[config.mk]
export PLATFORM = sky130hd
export DESIGN_NAME = stdp_synapse
export DESIGN_NICKNAME = d
export VERILOG_FILES = /design/src/rtl/stdp_pkg.sv /design/src/rtl/stdp_hist_win.sv /design/src/rtl/stdp_gate_ctl.sv /design/src/rtl/stdp_relay.sv /design/src/rtl/stdp_synapse.sv
export SDC_FILE = /design/constraint.sdc
export NUM_CORES = 1
export LEC_CHECK = 0
export BUFFER_PORTS_ARGS = -buffer_cell sky130_fd_sc_hd__buf_2
export CELL_PAD_IN_SITES_DETAIL_PLACEMENT = 0
export CELL_PAD_IN_SITES_GLOBAL_PLACEMENT = 2
export CORE_UTILIZATION = 30
export CTS_CLUSTER_SIZE = 28
export DETAILED_ROUTE_END_ITERATION = 12
export PLACE_DENSITY = 0.87
export SLEW_MARGIN = 20
export SYNTH_ARGS = -nofsm -noshare
export SYNTH_HDL_FRONTEND = slang
export SYNTH_SLANG_ARGS = --single-unit
[constraint.sdc]
create_clock -name clk -period 1.98 [get_ports clk]
set_input_delay 0.396 -clock clk [delete_from_list [all_inputs] [get_ports clk]]
set_output_delay 0.396 -clock clk [all_outputs]
set_load 0.02 [all_outputs]
[src/rtl/stdp_pkg.sv]
package stdp_pkg;
  // Default width of the history down-counters.
  localparam int unsigned HIST_W_DEF = 4;
  // Default source-to-target delivery latency, in steps.
  localparam int unsigned FWD_LAT_DEF = 2;

  typedef struct packed {
    logic ltp;
    logic ltd;
  } evt_t;

  // Gate update: depression dominates potentiation.
  function automatic logic next_gate(input logic cur, input evt_t e);
    if (e.ltd)      return 1'b0;
    else if (e.ltp) return 1'b1;
    else            return cur;
  endfunction
endpackage

[src/rtl/stdp_hist_win.sv]
module stdp_hist_win #(
  parameter int unsigned HIST_W = 4
) (
  input  logic              clk,
  input  logic              rst,
  input  logic              step,
  input  logic              spike,
  input  logic              clear,
  input  logic [HIST_W-1:0] win_len,
  output logic              valid
);
  localparam logic [HIST_W-1:0] ZERO = '0;
  localparam logic [HIST_W-1:0] ONE  = {{(HIST_W-1){1'b0}}, 1'b1};

  logic [HIST_W-1:0] cnt_q;

  always_ff @(posedge clk) begin
    if (rst) begin
      cnt_q <= ZERO;
    end else if (step) begin
      if (clear)               cnt_q <= ZERO;
      else if (spike)          cnt_q <= win_len;
      else if (cnt_q != ZERO)  cnt_q <= cnt_q - ONE;
    end
  end

  assign valid = (cnt_q != ZERO);
endmodule

[src/rtl/stdp_gate_ctl.sv]
module stdp_gate_ctl
  import stdp_pkg::*;
(
  input  logic clk,
  input  logic rst,
  input  logic step,
  input  evt_t evt,
  output logic gate
);
  always_ff @(posedge clk) begin
    if (rst)       gate <= 1'b0;
    else if (step) gate <= next_gate(gate, evt);
  end
endmodule

[src/rtl/stdp_relay.sv]
module stdp_relay #(
  parameter int unsigned LAT = 2
) (
  input  logic clk,
  input  logic rst,
  input  logic step,
  input  logic din,
  output logic dout
);
  logic [LAT-1:0] stg_q;

  genvar gi;
  generate
    for (gi = 0; gi < LAT; gi++) begin : g_stage
      if (gi == 0) begin : g_head
        always_ff @(posedge clk) begin
          if (rst)       stg_q[0] <= 1'b0;
          else if (step) stg_q[0] <= din;
        end
      end else begin : g_body
        always_ff @(posedge clk) begin
          if (rst)       stg_q[gi] <= 1'b0;
          else if (step) stg_q[gi] <= stg_q[gi-1];
        end
      end
    end
  endgenerate

  assign dout = stg_q[LAT-1];
endmodule

[src/rtl/stdp_synapse.sv]
module stdp_synapse
  import stdp_pkg::*;
#(
  parameter int unsigned HIST_W  = HIST_W_DEF,
  parameter int unsigned FWD_LAT = FWD_LAT_DEF
) (
  input  logic              clk,
  input  logic              rst,
  input  logic              step,
  input  logic              pre_spk,
  input  logic              post_spk,
  input  logic [HIST_W-1:0] win_len,
  output logic              fwd_spk,
  output logic              gate_on,
  output logic              ltp_evt,
  output logic              ltd_evt
);
  logic pre_hist_v;
  logic post_hist_v;
  evt_t evt_now;
  logic evt_any;
  logic relay_in;

  // Coincidence detection against the memories of earlier steps.
  always_comb begin
    evt_now.ltp = post_spk & pre_hist_v;
    evt_now.ltd = pre_spk  & post_hist_v;
  end
  assign evt_any  = evt_now.ltp | evt_now.ltd;
  assign relay_in = pre_spk & gate_on;

  stdp_hist_win #(.HIST_W(HIST_W)) u_pre_hist (
    .clk(clk), .rst(rst), .step(step), .spike(pre_spk),
    .clear(evt_any), .win_len(win_len), .valid(pre_hist_v)
  );

  stdp_hist_win #(.HIST_W(HIST_W)) u_post_hist (
    .clk(clk), .rst(rst), .step(step), .spike(post_spk),
    .clear(evt_any), .win_len(win_len), .valid(post_hist_v)
  );

  stdp_gate_ctl u_gate (
    .clk(clk), .rst(rst), .step(step), .evt(evt_now), .gate(gate_on)
  );

  stdp_relay #(.LAT(FWD_LAT)) u_relay (
    .clk(clk), .rst(rst), .step(step), .din(relay_in), .dout(fwd_spk)
  );

  always_ff @(posedge clk) begin
    if (rst) begin
      ltp_evt <= 1'b0;
      ltd_evt <= 1'b0;
    end else if (step) begin
      ltp_evt <= evt_now.ltp;
      ltd_evt <= evt_now.ltd;
    end
  end
endmodule

==> flow_summary.toml, run 1 <==
[clock_tree]
clk_latency_ns = 0.28
post_cts_buffers = 0
cts_tree = "yes"
cts_inserted_buffers = 3
root_buffer = "clkbuf_4"
cts_buffer_depth = 2
clk_pin_slew_ns = 0.08
htreeDepth = 1
clock-sinks = 13
postCtsHoldBufs = 0
cts_resized = 0

[timing]
relSlewSlack_pct = 83.0
setup_viol = 0
period_needed_ns = 1.62
worst_pin_slew_ns = 0.254
final.setup.worst_slack_ns = 0.365
max_freq_mhz = 619
skew_ns = 0.00633
rsz0062_at_grt = "no"
fin_crit_sh_pct = 81.6
slew_viol_final = 0
finalHoldViolCount = 0
fin_setup_tns_ns = 0

[routing]
ant_nets = 0
drt_iter0_drc = 10
drcViolationCount = 0
firstDrtPassIters = 4
viasPerCell = 4.81
wl_mm = 1.39
post_drt_wl_per_cell_um = 11.0
vias = 611

[outcome]
status = "finished, final reports clean"

[placed_design]
dpl.hpwl_mm = 1.08
port_buffers = 12
place_congestion = 0.708
dpl_worst_slack_ns = 0.380

[yosys]
synth-xor-area-share_pct = 5.03
synth-edff-count = 0
synth_top_area_share_pct = 37.3
synth_compound_area_share_pct = 19.7
postSynthCellCount = 87
syn_area_um2 = 697
synth_area_leaders = "dfxtp_1, a21oi_1, nand2_1"
async_reset_ff_share_pct = 0
syn_nets = 99
synth-main-ff-cell = "dfxtp_1"
avgSynthCellArea_um2 = 8.01
yosys.area.top_type = "dfxtp_1"
synth_mux_area_share_pct = 4.31
synthSimpleGateAreaFrac_pct = 23.9
yosysSeqAreaShare_pct = 37.3
synth_fa_ha_area_share_pct = 5.39
ys_warn_count = 0
synth_top_family_by_area = "simple AND/OR/NAND/NOR gates"
synth-seq-cells = 13
synth_cell_types = 22

[setup_path]
crit_arrival_ns = 1.82
crit_path_max_fanout = 6
cpMaxStageDelayCell = "or3b_4"
critPathLaunchType = "flip-flop"
path_cells = "inv_1 -> ha_1 -> or3b_4 -> a22oi_4 -> nand3b_1 -> o21ai_1"
crit_path_end_kind = "flip-flop"
r2r-end = "u_pre_hist.cnt_q[2]"
reg2regPathDepth = 6
cp_slowest_stage_delay_ns = 0.42
ff2ff_setup_slack_ns = 0.36
rr_startpoint = "u_post_hist.cnt_q[0]"
required_ns = 2.19
critPathKind = "reg -> reg"

[global_routing]
overflow = 0
grt_pass1_wl_mm = 2.31
grt_use_total_pct = 12.4
grt_max_degree = 14
grt_pass1_vias = 562
antenna_found_initial = 0

[floorplanning]
start_util_pct = 31.8
die_area_um2 = 2520
floorplan.rows = 17
die_x_um = 50.2
coreArea_um2 = 2190
ios = 13
fp.dieH_um = 50.2

[power_and_ir_drop]
p_comb_share_pct = 32.0
powerDensity_nw_per_um2 = 866
pwr-share-seq_pct = 44.6
switching_power_mw = 0.229
p_leak_nw = 0.328
power_frac_clock_pct = 23.4
p_int_mw = 0.466
switching_share_pct = 32.9
max-vdd-ir-drop_v = 0.000393

[min_path]
holdPathStages = 3
holdPathEnd = "u_post_hist.cnt_q[2]"
hp-start = "win_len[2]"
worstHoldPathType = "in -> reg"

[finish]
drive_gt1_share_pct = 17.2
diodes = 0
multi_input_area_um2 = 407
area_growth_pct = 15.3
fillers = 238
ff_latch_area_um2 = 260
finalNetCount = 112

[run]
maxCapViolations = 0
## cells by family after synthesis
group | count (synthesis)
simple gates | 33
compound gates | 23
flops | 13
buf+inv | 8
xor+xnor | 4
mux | 3
fa+ha+maj | 3
## through the flow
| step | utilization [%] | hold WS, ns | power (mW) | cell area (um2) | cells |
|---|---|---|---|---|---|
| 2_1_floorplan | - | 0.446 | 0.490 | 697 | 87 |
| 3_3_place_gp | 35.5 | 0.458 | 0.544 | 777 | 123 |
| 3_5_place_dp | 35.5 | 0.463 | 0.541 | 777 | 123 |
| 4_1_cts | 36.7 | 0.413 | 0.707 | 803 | 127 |
| 5_1_grt | 36.7 | 0.427 | 0.743 | 803 | 127 |
| 6_report | 36.7 | 0.411 | 0.695 | 803 | 127 |
## flip-flops by register name (all words and copies together) (netlist names)
| name | cells |
|---|---|
| u_relay.stg_q | 1 |
| ltd_evt | 1 |
| ltp_evt | 1 |
| u_gate.gate | 1 |
| u_pre_hist.cnt_q | 4 |
| u_relay.dout | 1 |
| u_post_hist.cnt_q | 4 |
## Yosys cell counts, drive strengths merged (3+ instances only)
library cell,n
a21oi,9
nor2,4
dfxtp,13
nand2,12
nand2b,3
ha,3
inv,4
nand3,7
o21ai,10
clkbuf,4
mux2i,3
## power by group through the flow
stage,logic (mW),clock network (mW),registers (mW)
6_report,0.222,0.163,0.310
5_1_grt,0.249,0.180,0.314
4_1_cts,0.226,0.170,0.311
3_5_place_dp,0.225,0,0.317
3_3_place_gp,0.228,0,0.316
2_1_floorplan,0.171,0,0.319
## worst max-delay path: cells and delay by family (launching register included)
kind / cells / cell delay, ns
buffers and inverters: 1 / 0.06
AO/OA/AOI/OAI: 2 / 0.41
flip-flops: 1 / 0.34
AND/OR/NAND/NOR: 2 / 0.56
adder cells (fa/ha/maj): 1 / 0.17
## worst max-delay path by stage
| stage | slack, ns | start | to |
|---|---|---|---|
| after floorplan | 0.53 | u_post_hist.cnt_q[0] | u_post_hist.cnt_q[2] |
| after global placement | 0.38 | u_post_hist.cnt_q[0] | u_pre_hist.cnt_q[3] |
| after detailed placement | 0.38 | u_post_hist.cnt_q[0] | u_pre_hist.cnt_q[2] |
| after CTS | 0.36 | u_post_hist.cnt_q[0] | u_pre_hist.cnt_q[2] |
| after global routing | 0.28 | u_post_hist.cnt_q[0] | u_post_hist.cnt_q[3] |
| final | 0.36 | u_post_hist.cnt_q[0] | u_pre_hist.cnt_q[2] |
## routing by layer
metal	GRT usage, %	vias to the layer above	wire length, um
met5	0	-	0
li1	-	322	-
met4	4.29	0	12
met2	20.4	6	683
met3	5.45	2	39
met1	13.9	281	657
## cell type report
cell class | count | area share, %
repair buffers | 12 | 7.48
clock buffers | 4 | 3.27
inverters | 4 | 1.87
multi-input cells | 66 | 50.6
well taps | 28 | 4.36
flip-flops and latches | 13 | 32.4
## layout by cell type, fill, tap and decap left out, types with 2 or more instances in the layout
cell type / synthesis / routed
nand3b_1: 2 / 2
xor2_1: 2 / 2
nor3_1: 2 / 2
mux2i_1: 3 / 3
o21a_1: 2 / 2
clkbuf_4: 0 / 3
xnor2_1: 2 / 2
o21ai_1: 4 / 4
nor2_1: 4 / 4
buf_2: 0 / 12
inv_1: 4 / 4
nand2_1: 12 / 12
a21oi_1: 9 / 9
ha_1: 3 / 3
dfxtp_1: 13 / 13
nand3_1: 7 / 7
nand2b_1: 3 / 3
o21ai_0: 6 / 6
Note: power is estimated with default switching activity, not from simulation.
==> run 2: changes to the inputs <==
--- a/config.mk
+++ b/config.mk
@@ -8,10 +8,10 @@
 export BUFFER_PORTS_ARGS = -buffer_cell sky130_fd_sc_hd__buf_2
 export CELL_PAD_IN_SITES_DETAIL_PLACEMENT = 0
 export CELL_PAD_IN_SITES_GLOBAL_PLACEMENT = 2
-export CORE_UTILIZATION = 30
+export CORE_UTILIZATION = 27
 export CTS_CLUSTER_SIZE = 28
 export DETAILED_ROUTE_END_ITERATION = 12
-export PLACE_DENSITY = 0.87
+export PLACE_DENSITY = 0.83
 export SLEW_MARGIN = 20
 export SYNTH_ARGS = -nofsm -noshare
 export SYNTH_HDL_FRONTEND = slang
==> constraint.sdc (replaced) <==
create_clock -name clk -period 1.4 [get_ports clk]
set_input_delay 0.28 -clock clk [delete_from_list [all_inputs] [get_ports clk]]
set_output_delay 0.28 -clock clk [all_outputs]
set_load 0.02 [all_outputs]
==> flow_summary.toml, run 2 (synthesized netlist as in run 1, its figures left out) <==
[outcome]
status = "finished with violations"
violations = "negative setup slack"

[floorplanning]
ios = 13
die_x_um = 52.8
fp.dieH_um = 52.8
start_util_pct = 28.4
die_area_um2 = 2790
coreArea_um2 = 2450
floorplan.rows = 18

[finish]
top_regs = "u_post_hist.cnt_q x4, u_pre_hist.cnt_q x4"
post-route-util_pct = 36.7
drive_gt1_share_pct = 34.3
diodes = 0
finalNetCount = 121
layout_common_cells = "nand2_1, buf_2, dfxtp_1"
final_cells = 138
area_growth_pct = 29.3

[setup_path]
r2r-end = "u_pre_hist.cnt_q[3]"
crit_path_max_fanout = 6
required_ns = 1.61
critPathLaunchType = "flip-flop"
rr_startpoint = "u_post_hist.cnt_q[1]"
crit_path_end_kind = "flip-flop"
crit_arrival_ns = 1.74
critPathKind = "reg -> reg"
reg2regPathDepth = 6
ff2ff_setup_slack_ns = -0.13

[timing]
final.setup.worst_slack_ns = -0.132
rsz0062_at_grt = "yes"
fin_crit_sh_pct = 109
skew_ns = 0.00386
max_freq_mhz = 653
slew_viol_final = 0
relSlewSlack_pct = 80.8
period_needed_ns = 1.53
setup_viol = 8
worst_pin_slew_ns = 0.287
finalHoldViolCount = 0

[routing]
viasPerCell = 4.67
drt_iter0_drc = 11
firstDrtPassIters = 4
post_drt_wl_per_cell_um = 11.0
ant_nets = 0
wl_mm = 1.51
drcViolationCount = 0
vias = 644

[global_routing]
grt_pass1_wl_mm = 2.43
grt_max_degree = 14
antenna_found_initial = 0
grt_use_total_pct = 12.1
grt_pass1_vias = 567
overflow = 0

[clock_tree]
clk_pin_slew_ns = 0.08
cts_inserted_buffers = 3
cts_tree = "yes"
post_cts_buffers = 0
clock-sinks = 13
htreeDepth = 1
postCtsHoldBufs = 0
cts_buffer_depth = 2
clk_latency_ns = 0.27
root_buffer = "clkbuf_4"

[power_and_ir_drop]
p_int_mw = 0.731
p_leak_nw = 0.374
switching_share_pct = 32.7
p_comb_share_pct = 38.0
max-vdd-ir-drop_v = 0.000717
power_frac_clock_pct = 21.6
pwr-share-seq_pct = 40.3
switching_power_mw = 0.355
report.power.total_mw = 1.09
powerDensity_nw_per_um2 = 1200

[placed_design]
place_congestion = 0.757
placed_cells = 134
port_buffers = 12
dpl.hpwl_mm = 1.15

[run]
maxCapViolations = 0

[min_path]
worstHoldPathType = "in -> reg"
hp-start = "rst"
holdPathStages = 2
holdPathEnd = "u_post_hist.cnt_q[0]"
==> run 2: metrics by stage <==
stage / setup slack [ns] / TNS [ns] / hold slack (ns) / cell area (um2)
after floorplan: 0.0155 / 0 / 0.446 / 714
after detailed placement: -0.0926 / -0.430 / 0.463 / 865
after global routing: -0.211 / -1.35 / 0.308 / 901
after CTS: -0.119 / -0.626 / 0.302 / 893
final: -0.132 / -0.720 / 0.294 / 901
after global placement: -0.0678 / -0.300 / 0.457 / 865
==> run 2: per-layer routing <==
layer	GRT usage, %	wire length, um	vias up
met1	14.8	719	301
met5	0	0	-
met4	6.58	14	0
met3	2.61	21	2
met2	19.4	756	2
li1	-	-	339
==> run 2: worst max path at each step <==
| stage | startpoint | to | slack (ns) | depth (start not counted) |
|---|---|---|---|---|
| finish | u_post_hist.cnt_q[1] | u_pre_hist.cnt_q[3] | -0.13 | 6 |
| global placement | u_post_hist.cnt_q[1] | u_pre_hist.cnt_q[2] | -0.07 | 6 |
| floorplan | u_post_hist.cnt_q[1] | u_post_hist.cnt_q[2] | 0.02 | 6 |
| CTS | u_post_hist.cnt_q[1] | u_pre_hist.cnt_q[3] | -0.12 | 6 |
| detailed placement | u_post_hist.cnt_q[1] | u_pre_hist.cnt_q[3] | -0.09 | 6 |
| global route | u_post_hist.cnt_q[1] | u_pre_hist.cnt_q[3] | -0.21 | 6 |
==> run 2: cell type report <==
class	count	area (um2)
Timing Repair Buffer	21	131
Inverter	4	15.0
Tap cell	30	37.5
Sequential cell	13	265
Clock buffer	4	26.3
Fill cell	265	1550
Multi-Input combinational cell	66	425
==> run 2: power groups by stage <==
stage / clock network [mW] / registers, mW / logic (mW)
after floorplan: 0 / 0.455 / 0.258
after global placement: 0 / 0.444 / 0.399
after detailed placement: 0 / 0.444 / 0.399
after CTS: 0.245 / 0.438 / 0.402
after global routing: 0.259 / 0.443 / 0.458
final: 0.235 / 0.438 / 0.413
==> run 2: worst max-delay path: stages (launching register included) <==
cell and delay (ns):
dfxtp_2 0.33, inv_2 0.06, ha_4 0.12, or3b_4 0.40
a22oi_4 0.25, nand3b_1 0.15, o21ai_1 0.15
==> run 2: repair_timing <==
| action | CTS | global route |
|---|---|---|
| resized for setup | 3 | 3 |
| cloned | 0 | 0 |
| pin swaps | 1 | 0 |
| endpoints found under the setup margin | 9 | 9 |
